--- src/rtl/ckl_pkg.sv ---
package ckl_pkg;
  localparam int unsigned WORD_W   = 32;
  localparam int unsigned CRC_W    = 8;
  localparam logic [CRC_W-1:0] CRC_POLY = 8'h07;

  // Fold one word into the running CRC, most significant bit first.
  function automatic logic [CRC_W-1:0] crc_fold(input logic [CRC_W-1:0] crc_in,
                                                input logic [WORD_W-1:0] word);
    logic [CRC_W-1:0] c;
    logic fb;
    c = crc_in;
    for (int b = WORD_W - 1; b >= 0; b--) begin
      fb = c[CRC_W-1] ^ word[b];
      c  = {c[CRC_W-2:0], 1'b0};
      if (fb) c = c ^ CRC_POLY;
    end
    return c;
  endfunction
endpackage

--- src/rtl/ckl_lock_ctrl.sv ---
module ckl_lock_ctrl (
  input  logic clk,
  input  logic rst_n,
  input  logic key_lock_set,
  input  logic ctx_lock_set,
  input  logic glob_lock_set,
  input  logic kw_wr,
  input  logic cfg_wr,
  output logic key_locked,
  output logic ctx_locked,
  output logic glob_locked,
  output logic kw_accept,
  output logic cfg_accept
);
  logic wr_open;
  logic key_lock_d, ctx_lock_d, glob_lock_d;

  // Writes are possible only with no global lock, present or requested.
  assign wr_open     = !glob_locked && !glob_lock_set;
  assign ctx_lock_d  = ctx_locked | (wr_open & ctx_lock_set);
  assign key_lock_d  = key_locked | (wr_open & (key_lock_set | ctx_lock_set));
  assign glob_lock_d = glob_locked | glob_lock_set;

  assign kw_accept  = kw_wr  && wr_open && !key_lock_d;
  assign cfg_accept = cfg_wr && wr_open && !ctx_lock_d;

  always_ff @(posedge clk or negedge rst_n) begin
    if (!rst_n) begin
      key_locked  <= 1'b0;
      ctx_locked  <= 1'b0;
      glob_locked <= 1'b0;
    end else begin
      key_locked  <= key_lock_d;
      ctx_locked  <= ctx_lock_d;
      glob_locked <= glob_lock_d;
    end
  end

  assert_key_lock_sticky_R6: assert property (@(posedge clk) disable iff (!rst_n)
    key_locked |=> key_locked);
  assert_ctx_forces_key_R7: assert property (@(posedge clk) disable iff (!rst_n)
    ctx_locked |-> key_locked);
  assert_glob_sticky_R8: assert property (@(posedge clk) disable iff (!rst_n)
    glob_locked |=> (glob_locked && $stable(key_locked) && $stable(ctx_locked)));
  assert_cfg_gate_R7: assert property (@(posedge clk) disable iff (!rst_n)
    cfg_accept |-> (!ctx_locked && !glob_locked));
endmodule

--- src/rtl/ckl_key_store.sv ---
module ckl_key_store #(
  parameter int unsigned NWORDS = 4,
  parameter int unsigned WORD_W = 32,
  localparam int unsigned IDX_W = $clog2(NWORDS)
) (
  input  logic                     clk,
  input  logic                     rst_n,
  input  logic                     wr_en,
  input  logic [IDX_W-1:0]         wr_idx,
  input  logic [WORD_W-1:0]        wr_data,
  output logic [NWORDS*WORD_W-1:0] key
);
  for (genvar g = 0; g < NWORDS; g++) begin : g_word
    logic [WORD_W-1:0] word_q;
    always_ff @(posedge clk or negedge rst_n) begin
      if (!rst_n) word_q <= '0;
      else if (wr_en && (wr_idx == IDX_W'(g))) word_q <= wr_data;
    end
    assign key[g*WORD_W +: WORD_W] = word_q;
  end
endmodule

--- src/rtl/ckl_seq_crc.sv ---
module ckl_seq_crc
  import ckl_pkg::*;
#(
  parameter int unsigned NWORDS = 4,
  localparam int unsigned IDX_W = $clog2(NWORDS),
  localparam logic [IDX_W-1:0] LAST_IDX = IDX_W'(NWORDS - 1)
) (
  input  logic              clk,
  input  logic              rst_n,
  input  logic              wr_en,
  input  logic [IDX_W-1:0]  wr_idx,
  input  logic [WORD_W-1:0] wr_data,
  output logic [CRC_W-1:0]  crc_value,
  output logic              run_done
);
  logic             run_active;
  logic [IDX_W-1:0] next_idx;
  logic [CRC_W-1:0] run_crc;
  logic             is_start, is_next;
  logic [CRC_W-1:0] fold_start, fold_next;

  assign is_start   = wr_en && (wr_idx == '0);
  assign is_next    = wr_en && !is_start && run_active && (wr_idx == next_idx);
  assign run_done   = is_next && (wr_idx == LAST_IDX);
  assign fold_start = crc_fold('0, wr_data);
  assign fold_next  = crc_fold(run_crc, wr_data);

  always_ff @(posedge clk or negedge rst_n) begin
    if (!rst_n) begin
      run_active <= 1'b0;
      next_idx   <= '0;
      run_crc    <= '0;
      crc_value  <= '0;
    end else if (wr_en) begin
      if (is_start) begin
        run_active <= 1'b1;
        next_idx   <= IDX_W'(1);
        run_crc    <= fold_start;
        crc_value  <= '0;
      end else if (is_next) begin
        run_crc    <= fold_next;
        next_idx   <= next_idx + 1'b1;
        run_active <= !run_done;
        crc_value  <= run_done ? fold_next : '0;
      end else begin
        run_active <= 1'b0;
        crc_value  <= '0;
      end
    end
  end

  assert_crc_holds_R3: assert property (@(posedge clk) disable iff (!rst_n)
    !wr_en |=> $stable(crc_value));
  assert_crc_clear_R3: assert property (@(posedge clk) disable iff (!rst_n)
    (wr_en && !run_done) |=> (crc_value == '0));
  assert_abort_R4: assert property (@(posedge clk) disable iff (!rst_n)
    (wr_en && !is_start && !is_next) |=> !run_active);
endmodule

--- src/rtl/ctx_key_loader.sv ---
module ctx_key_loader
  import ckl_pkg::*;
#(
  parameter int unsigned NWORDS = 4,
  localparam int unsigned IDX_W = $clog2(NWORDS),
  localparam int unsigned KEY_W = NWORDS * WORD_W
) (
  input  logic              clk,
  input  logic              rst_n,
  input  logic              kw_wr,
  input  logic [IDX_W-1:0]  kw_idx,
  input  logic [WORD_W-1:0] kw_data,
  input  logic              key_lock_set,
  input  logic              ctx_lock_set,
  input  logic              glob_lock_set,
  input  logic              cfg_wr,
  output logic              cfg_wr_ok,
  output logic [KEY_W-1:0]  key_out,
  output logic [CRC_W-1:0]  crc_value,
  output logic              key_usable,
  output logic              key_locked,
  output logic              ctx_locked,
  output logic              glob_locked
);
  logic kw_accept;
  logic run_done;

  ckl_lock_ctrl u_lock (
    .clk          (clk),
    .rst_n        (rst_n),
    .key_lock_set (key_lock_set),
    .ctx_lock_set (ctx_lock_set),
    .glob_lock_set(glob_lock_set),
    .kw_wr        (kw_wr),
    .cfg_wr       (cfg_wr),
    .key_locked   (key_locked),
    .ctx_locked   (ctx_locked),
    .glob_locked  (glob_locked),
    .kw_accept    (kw_accept),
    .cfg_accept   (cfg_wr_ok)
  );

  ckl_key_store #(.NWORDS(NWORDS), .WORD_W(WORD_W)) u_store (
    .clk    (clk),
    .rst_n  (rst_n),
    .wr_en  (kw_accept),
    .wr_idx (kw_idx),
    .wr_data(kw_data),
    .key    (key_out)
  );

  ckl_seq_crc #(.NWORDS(NWORDS)) u_seq (
    .clk      (clk),
    .rst_n    (rst_n),
    .wr_en    (kw_accept),
    .wr_idx   (kw_idx),
    .wr_data  (kw_data),
    .crc_value(crc_value),
    .run_done (run_done)
  );

  assign key_usable = |crc_value;

  assert_usable_after_run_R1: assert property (@(posedge clk) disable iff (!rst_n)
    $rose(key_usable) |-> $past(run_done));
  assert_locked_no_write_R6: assert property (@(posedge clk) disable iff (!rst_n)
    (key_locked || glob_locked) |-> !kw_accept);
  assert_locked_key_stable_R8: assert property (@(posedge clk) disable iff (!rst_n)
    (glob_locked || key_locked) |=> ($stable(key_out) && $stable(crc_value)));
  assert_same_cycle_block_R9: assert property (@(posedge clk) disable iff (!rst_n)
    (key_lock_set || ctx_lock_set || glob_lock_set) |-> !kw_accept);
endmodule

--- config.mk ---
export PLATFORM = sky130hd
export DESIGN_NAME = ctx_key_loader
export DESIGN_NICKNAME = d
export VERILOG_FILES = /design/src/rtl/ckl_pkg.sv /design/src/rtl/ckl_lock_ctrl.sv /design/src/rtl/ckl_key_store.sv /design/src/rtl/ckl_seq_crc.sv /design/src/rtl/ctx_key_loader.sv
export SDC_FILE = /design/constraint.sdc
export NUM_CORES = 1
export LEC_CHECK = 0
export CAP_MARGIN = 5
export CORE_AREA = 2 2 132 134
export DETAILED_ROUTE_END_ITERATION = 8
export DIE_AREA = 0 0 134 136
export GPL_ROUTABILITY_DRIVEN = 0
export PLACE_DENSITY = 0.85
export SLEW_MARGIN = 10
export SYNTH_ARGS = -nofsm -noshare
export SYNTH_HDL_FRONTEND = slang
export SYNTH_SLANG_ARGS = --single-unit
export TNS_END_PERCENT = 30
--- constraint.sdc ---
create_clock -name clk -period 2.4 [get_ports clk]
set_input_delay 0.48 -clock clk [delete_from_list [all_inputs] [get_ports clk]]
set_output_delay 0.48 -clock clk [all_outputs]
set_load 0.05 [all_outputs]
======== Word level (Yosys, flattened, before mapping) ========
Index checks and enable logic that the tools add are counted.
word-level totals
  register bits ........................... 150
  output and inout bits ................... 141
  input bits .............................. 41
  logic and storage cells ................. 244
cells by class
  mux-type cells .......................... 73
  $add $sub $neg .......................... 1
  reduce and logical (&&, ||, !) cells .... 23
  bitwise logic cells ..................... 132
  equality and inequality tests ........... 4
operators with widths
  cell                 number
  $mux 3               64
  $not 3->3            63
  $xor 1x1->1          58
  $mux 8               5
  $logic_and 1x1->1    13
  $reduce_or 8->1      1
  $logic_not 1->1      6
  $xor 1x1->1 const A  5
  $eq 2x2->1 const B   2
  $mux 2               2
  $or 1x1->1           4
  $add 2x1->2 const B  1
  $and 1x1->1          2
  $eq 2x1->1 const B   1
  $eq 2x2->1           1
  $logic_not 2->1      1
  $mux 1               2
  $reduce_and 2->1     1
  $reduce_bool 2->1    1

======== Longest topological paths before layout ========
Gate-level depths: netlist of the first run.
  depth in word-level cells ............... 67
  mapped depth ............................ 8
  depth with buffers taken out ............ 7

======== Modules after synthesis ========
From an unflattened synthesis of the first run, not the netlist that was laid out.
second synthesis, totals
  cell total of the unflattened synthesis .. 495
  area, all modules ....................... 7,282.0 sq um
modules (own cells, without submodules)
  module          area an instance (sq um)  cells an instance  instances
  ckl_key_store   4,744.6                   272                1
  ckl_seq_crc     2,383.5                   209                1
  ckl_lock_ctrl   137.6                     11                 1
  ctx_key_loader  16.3                      3                  1

======== Worst setup path before layout of the first run ========
No wires, ideal clock.
  path type ............................... input to register
  start point ............................. input port kw_data[27]
  end point ............................... register u_seq.run_crc[1]
  library setup time ...................... 126 ps
  slack ................................... -389 ps
  data arrival time ....................... 2,663 ps
  buffers on the path ..................... 1
  required time ........................... 2,274 ps
  stages .................................. 7
  cell sequence ........................... buf_6 xnor3_2 xnor3_1 xnor3_1 xnor3_2 xnor2_2 a221o_1
between the ends
  cells in the longest elaborated chain, start to end .. 18
  elaborated cells on any way between the ends .. 88
  those cells by class .................... 36 x mux; 52 x bitwise
RTL lines
  what                                                       RTL line              RTL
  from (decl)                                                ctx_key_loader.sv:12  input logic [WORD_W-1:0] kw_data,
  $xor 1x1->1                                                ckl_pkg.sv:13         fb = c[CRC_W-1] ^ word[b];
  $mux 3                                                     ckl_pkg.sv:15         if (fb) c = c ^ CRC_POLY;
  $xor 1x1->1 or $not 3->3 (tied branches)                   -
  $mux 3                                                     ckl_pkg.sv:15
  $xor 1x1->1 or $not 3->3 (tied branches)                   -
  $mux 3                                                     ckl_pkg.sv:15
  $xor 1x1->1 or $not 3->3 (tied branches)                   -
  $mux 3                                                     ckl_pkg.sv:15
  (+2 left out)                                              -
  $not 3->3 (no source line) or $xor 1x1->1 (tied branches)  -
  $mux 3                                                     ckl_pkg.sv:15
  $xor 1x1->1 or $not 3->3 (tied branches)                   -
  $mux 3                                                     ckl_pkg.sv:15
  $not 3->3 (no source line) or $xor 1x1->1 (tied branches)  -
  $mux 3                                                     ckl_pkg.sv:15
  $mux 8                                                     ckl_seq_crc.sv:40     end else if (is_next) begin
  $mux 8 (*)                                                 ckl_seq_crc.sv:35     if (is_start) begin
  to (signal assigned)                                       ckl_seq_crc.sv:38     run_crc <= fold_start;
  to (signal assigned)                                       ckl_seq_crc.sv:41     run_crc <= fold_next;
  to (decl)                                                  ckl_seq_crc.sv:18     logic [CRC_W-1:0] run_crc;
Mark *: on every way between the ends. The rest lies on a longest branch, timed or not. The select of a mux whose other input is x is not followed.
A chain may end at the register's enable or synchronous reset.

======== Worst setup path in the final report of the first run ========
  start point ............................. input port kw_data[11]
  end point ............................... register u_seq.run_crc[5]
between the ends
  cells in the longest elaborated chain, start to end .. 10
  elaborated cells on any way between the ends .. 30
  those cells by class .................... 14 x mux; 16 x bitwise
RTL lines
  what                                                       RTL line
  $xor 1x1->1                                                ckl_pkg.sv:13
  $mux 3                                                     ckl_pkg.sv:15
  $xor 1x1->1 or $not 3->3 (tied branches)                   -
  $mux 3                                                     ckl_pkg.sv:15
  $not 3->3 (no source line) or $xor 1x1->1 (tied branches)  -
  $mux 3                                                     ckl_pkg.sv:15
  $not 3->3 (no source line) or $xor 1x1->1 (tied branches)  -
  $mux 3                                                     ckl_pkg.sv:15
  $mux 8                                                     ckl_seq_crc.sv:40
  $mux 8 (*)                                                 ckl_seq_crc.sv:35
Marked as above.

==> results.ini, run 1 <==
[floorplan]
start_util_pct = 44.01
die_area_sq_um = 18220
die_y_um = 136
core_area_sq_um = 16880
ios = 182
rows = 48
die_w_um = 134

[worst_setup_path]
cpPeakStageDelay_ps = 510
required_ps = 2670
cp_data_arrival_time_ps = 2780
crit_fanout = 2
crit_family = XOR/XNOR gates
worstPathCellList = clkdlybuf4s50_1, buf_4, xor3_1, xor2_1, buf_4, xnor2_1, xnor2_1, xnor2_2, o221ai_1
worst_setup_path_start_kind = primary input
crit_buf_inv = 3
worstSetupPathType = in -> reg
critPathCaptureType = flop
cpMaxStageDelayCell = clkdlybuf4s50_1

[layout]
nNetsFinal = 928
finalNonFillerCells = 1126
synthToLayoutAreaGrowth_pct = 56.74
drive_gt1_share_pct = 40.00
fillCellCount = 1131

[power_and_ir_drop]
p_leak_uw = 0.005803
p_comb_share_pct = 48.8
ir_drop_mv = 0.8843
p_total_uw = 10520
p_sw_uw = 3494
swShare_pct = 33.20
power_frac_seq_pct = 24.9
internal_power_uw = 7030
clkPwrFrac_pct = 26.3
power_density_nw_per_um2 = 904.0

[global_routing]
antenna_found_initial = 1
grt.total_usage_pct = 25.94
overflow = 0
grt_pass1_vias = 5999
grt_pass1_wl_um = 34990
grt_max_degree = 62

[route]
dr.pass1.iters = 7
top_layer_used = met4
routedWlPerCell_um = 20.87
ant_nets = 0
dr.first_iter.drc_count = 354
viasPerCell = 5.139
wl_met2_um = 11560
vias = 5786
wl_um = 23500
drc = 0
wl_met3_um = 1535
wl_met1_um = 9315

[placement]
dp.final_hpwl_um = 15630
placed_cells = 1061
port_buffers = 181

[synth]
yosysSeqAreaShare_pct = 50.54
yosysTopAreaCell = dfrtp_1
syn_nets = 621
syn-cell-area_sq_um = 7427
netlist-cell-type-count = 38
ys_ff_latch = 150
syn-instance-count = 580
yosysTopAreaCellShare_pct = 50.54
synth_edf_count = 0
synth_ff_type = dfrtp_1
synth_area_leaders = dfrtp_1 (51%), mux2_2 (15%), xnor3_1 (8.2%)
synth.avg_cell_area_sq_um = 12.81
synth_warnings = 0
synthArstFlopShare_pct = 100.0

[timing]
worst_pin_slew_ps = 603.4
final-setup-viol-count = 5
report.final.slew_viol_count = 0
fmax_mhz = 397.9
fin_skew_ps = 7.494
post-route-period-util_pct = 104.7
timing.final.ws_setup_ps = -113.0
grt_setup_unrepaired = yes
timing.final.hold_violations = 0
period_minus_slack_ps = 2513
slew_headroom_pct = 59.77

[hold_path]
min_path_type = in -> async

[clocking]
cts_buffers = 17
cts_tree = built
htree_levels = 4
hold_buffers = 0
root_buffer = clkbuf_16
clk_pin_slew_ps = 60
cts.sinks = 150
clk_latency_ps = 430
cts_buffer_depth = 2

[status]
status = complete, but fails checks
violations = setup timing

[flow_run]
drv_cap = 0

[worst register-to-register path, cell delays in order, from the launching register on]
cell and delay [ps]:
dfrtp_1 400, buf_4 150, buf_4 140, xnor2_1 160, xnor3_2 350, xor2_4 220
xnor2_1 170, xnor2_1 380, xnor2_2 190, o221ai_1 180
[layout by cell type, fill, tap and decap left out, types with 4 or more instances in the layout]
master	count
clkbuf_2	8
xnor3_2	17
clkdlybuf4s50_1	154
xnor2_1	38
xnor2_4	10
a22o_1	5
buf_12	11
dfrtp_1	149
mux2_2	96
nand2_1	109
clkbuf_16	17
dlygate4sd2_1	8
nor2_1	13
o21ai_0	5
xnor3_1	13
xnor2_2	20
buf_6	8
o21ai_1	5
buf_4	133
xor2_1	14
xor2_4	4
xor2_2	9
[per-layer routing]
layer / vias up / GRT usage [%]
li1: 2547 / -
met1: 2899 / 32.24
met3: 79 / 6.264
met2: 261 / 43.36
met4: 0 / 11.35
met5: - / 0
[through the flow]
| stage | worst slack, ps | util (%) | cell area [sq um] | TNS, ps | hold slack (ps) |
|---|---|---|---|---|---|
| 6_report | -113.0 | 68.98 | 11640 | -146.9 | 41.68 |
| 5_1_grt | -146.7 | 68.98 | 11640 | -371.7 | 64.63 |
| 4_1_cts | -144.0 | 67.39 | 11370 | -327.3 | 53.80 |
| 3_5_place_dp | -793.3 | 61.39 | 10360 | -11140 | 465.6 |
| 3_3_place_gp | -760.8 | 61.39 | 10360 | -10500 | 457.1 |
| 2_1_floorplan | -121.1 | - | 7468 | -655.6 | 184.4 |
[worst paths after layout]
| kind | slack (ps) | start | to | cells after the start |
|---|---|---|---|---|
| min | 40 | rst_n | u_store.g_word[0].word_q[20] | 1 |
| max reg2reg | -110 | u_seq.run_crc[3] | u_seq.run_crc[5] | 9 |
| max | -110 | kw_data[11] | u_seq.run_crc[5] | 9 |
| min in group clk | 370 | kw_data[22] | u_store.g_word[0].word_q[22] | 3 |
| min reg2reg | 470 | u_store.g_word[0].word_q[23] | u_store.g_word[0].word_q[23] | 2 |
| max in group asynchronous | 1670 | rst_n | u_seq.crc_value[7] | 2 |
[flip-flops by register name, summed over array words and instances (netlist names)]
signal and flops:
u_seq.run_active 1, u_lock.ctx_locked 1, u_seq.crc_value 8, u_lock.key_locked 1
u_seq.next_idx 2, u_seq.run_crc 8, u_store.g_word.word_q 128, u_lock.glob_locked 1
[timing repair]
item | in CTS | in global routing
pin swaps | 49 | 38
endpoints found under the setup margin | 17 | 15
cloned | 0 | 0
resized for setup | 101 | 47
setup buffers | 23 | 13
[power groups by stage]
stage / combinational (uW) / clock (uW) / sequential, uW
detailed placement: 3520 / 0 / 2660
CTS: 4380 / 2820 / 2620
global route: 5320 / 2930 / 2630
finish: 5130 / 2770 / 2620
floorplan: 2210 / 0 / 2760
global placement: 3450 / 0 / 2660
[logic make-up after synthesis]
group	after synthesis	synth area share, %
DFF	150	50.54
xor gates and xnor gates	131	22.69
AOI/OAI and AO/OA	27	2.476
buffers and inverters	39	2.325
and+or+nand+nor	137	7.412
muxes	96	14.56
[cell type report]
type / count / area [sq um] / share of cell area [%]
well taps: 225 / 281.5 / 2.418
clock buffers: 19 / 442.9 / 3.805
inverters: 1 / 3.754 / 0.03224
clock inverters: 13 / 170.2 / 1.462
multi-input cells: 391 / 3990 / 34.28
flip-flops and latches: 150 / 3755 / 32.25
diodes: 1 / 2.502 / 0.02150
repair buffers: 326 / 2995 / 25.73
[Yosys cell counts, drive strengths merged, types with 2 or more instances]
cell type and count:
xor3 6, mux2 96, a221o 2, o21ai 10
buf 17, xor2 27, dfrtp 150, clkbuf 21
a21oi 3, nor2 13, a22o 5, or3 3
xnor3 30, or2 2, nand2 110, xnor2 68
nand3 3, nor4 2
Power figures use the tool's default switching activity.
==> run 2, diff against run 1 <==
- CORE_AREA: 2 2 132 134 -> 4 4 134 136
- DIE_AREA: 0 0 134 136 -> 0 0 138 140
==> run 2 against run 1 <==
The flow still finishes with violations (setup timing). Non-clock buffer count down 3. Flip-flop and latch count unchanged. Count of clock-buffer cells in the layout up 1. Core utilization down 1.0 points. Critical endpoint is now u_seq.run_crc[3]. Largest power group unchanged.
==> results.ini, run 2 (synthesis results as in run 1) <==
[layout]
top_register = u_store.g_word.word_q
reg_top3 = u_store.g_word.word_q (128), u_seq.crc_value (8), u_seq.run_crc (8)
final_cell_mix = clkdlybuf4s50_1 (154), dfrtp_1 (149), buf_4 (128), nand2_1 (109), mux2_2 (96)
final_common_cell = clkdlybuf4s50_1
nNetsFinal = 925
drive_gt1_share_pct = 38.28
largest_register_ffs = 128
synthToLayoutAreaGrowth_pct = 54.90
final_core_util_pct = 67.93

[route]
drc = 0
dr.first_iter.drc_count = 400
ant_nets = 0
viasPerCell = 5.063
vias = 5681
wl_um = 23600
dr.pass1.iters = 5
routedWlPerCell_um = 21.03

[worst_setup_path]
worstSetupPathType = in -> reg
crit_fanout = 2
worst_setup_path_start_kind = primary input
crit_family = XOR/XNOR gates
cp_data_arrival_time_ps = 2900
cpPeakStageDelay_ps = 470
worstPathCellList = buf_8, buf_6, xor3_2, xnor2_2, buf_4, xnor3_2, xnor3_2, xnor2_2, or3_1, nand3_1
cpMaxStageDelayCell = xor3_2
required_ps = 2750
critPathCaptureType = flop
crit_buf_inv = 3

[global_routing]
grt_pass1_vias = 6326
grt_max_degree = 62
grt.total_usage_pct = 24.25
grt_pass1_wl_um = 36090
overflow = 0
antenna_found_initial = 1

[timing]
fmax_mhz = 393.0
slew_headroom_pct = 59.98
post-route-period-util_pct = 106.0
period_minus_slack_ps = 2544
timing.final.hold_violations = 0
report.final.slew_viol_count = 0
grt_setup_unrepaired = yes
worst_pin_slew_ps = 600.3
timing.final.ws_setup_ps = -144.5
final-setup-viol-count = 8
fin_skew_ps = 6.660

[clocking]
cts.sinks = 150
root_buffer = clkbuf_16
clk_pin_slew_ps = 60
hold_buffers = 0
cts_tree = built
clk_latency_ps = 420
cts_buffers = 17
cts_buffer_depth = 2
htree_levels = 4

[power_and_ir_drop]
p_comb_share_pct = 46.8
p_sw_uw = 3240
power_frac_seq_pct = 26.5
clkPwrFrac_pct = 26.6
internal_power_uw = 6623
power_density_nw_per_um2 = 857.3
swShare_pct = 32.85
p_leak_uw = 0.005770
ir_drop_mv = 0.7074

[floorplan]
rows = 48
ios = 182
start_util_pct = 43.85
die_y_um = 140
core_area_sq_um = 16940
die_w_um = 138
die_area_sq_um = 19320

[flow_run]
drv_cap = 0

[placement]
place_ws_ps = -840.6
dp.final_hpwl_um = 16420
port_buffers = 181

[hold_path]
min_path_type = in -> async

[status]
violations = setup timing
status = complete, but fails checks

-- run 2: path summary, 6_finish.rpt --
path / cells past startpoint / slack, ps / start / to
worst max-delay path: 10 / -140 / kw_data[24] / u_seq.run_crc[3]
worst min-delay path: 1 / 40 / rst_n / u_store.g_word[3].word_q[19]
worst max register to register: 6 / -60 / u_seq.run_crc[6] / u_seq.run_crc[6]
worst min register to register: 2 / 480 / u_store.g_word[0].word_q[7] / u_store.g_word[0].word_q[7]
max in group asynchronous: 2 / 1620 / rst_n / u_seq.next_idx[1]
min in group clk: 4 / 450 / kw_data[23] / u_store.g_word[0].word_q[23]
-- run 2: repair_timing --
action                                  4_1_cts  5_1_grt
resized for setup                            96       25
pin swaps                                    42       14
buffers inserted                             22        1
endpoints found under the setup margin       16       13
-- run 2: worst register-to-register path: cells and delay by family, from the launching register on --
family | cells | cell delay, ps
AO/OA/AOI/OAI | 1 | 320
XOR/XNOR | 5 | 1630
flip-flops | 1 | 400
-- run 2: per-stage QoR --
stage	hold WS, ps	cells	area, sq um	TNS (ps)	power [uW]
2_1_floorplan	184.4	580	7468	-655.6	4961
3_3_place_gp	458.1	1068	10410	-12450	6218
3_5_place_dp	461.3	1068	10410	-18360	6308
4_1_cts	55.61	1120	11390	-133.3	9464
5_1_grt	75.07	1122	11500	-592.7	10200
6_report	38.55	1122	11500	-397.3	9863
-- run 2: routing by layer --
metal / wire (um) / GRT usage (%) / vias to the layer above
met5: 0 / 0 / -
met4: 728 / 9.048 / 0
met3: 1378 / 6.555 / 41
met2: 12100 / 42.03 / 214
met1: 9389 / 29.08 / 2883
li1: - / - / 2543
-- run 2: power by group through the flow --
stage / clock network (uW) / logic [uW] / registers [uW]
2_1_floorplan: 0 / 2210 / 2760
3_3_place_gp: 0 / 3560 / 2660
3_5_place_dp: 0 / 3650 / 2660
4_1_cts: 2670 / 4180 / 2610
5_1_grt: 2780 / 4800 / 2620
6_report: 2620 / 4620 / 2620
-- run 2: area by class of cell --
cell class                      instances  area, sq um
Multi-Input combinational cell        391         3909
Clock buffer                           20        446.7
Tap cell                              225        281.5
Fill cell                            1169         5431
Clock inverter                         11        127.6
Sequential cell                       150         3755
Antenna cell                            1        2.502
Timing Repair Buffer                  323         2979
Inverter                                1        3.754
==> run 3, diff against run 2 <==
- ABC_CLOCK_PERIOD_IN_PS: not set -> 2400
==> results of run 3 <==
Same layout as run 2: the final DEF is identical, and so are final timing and power.
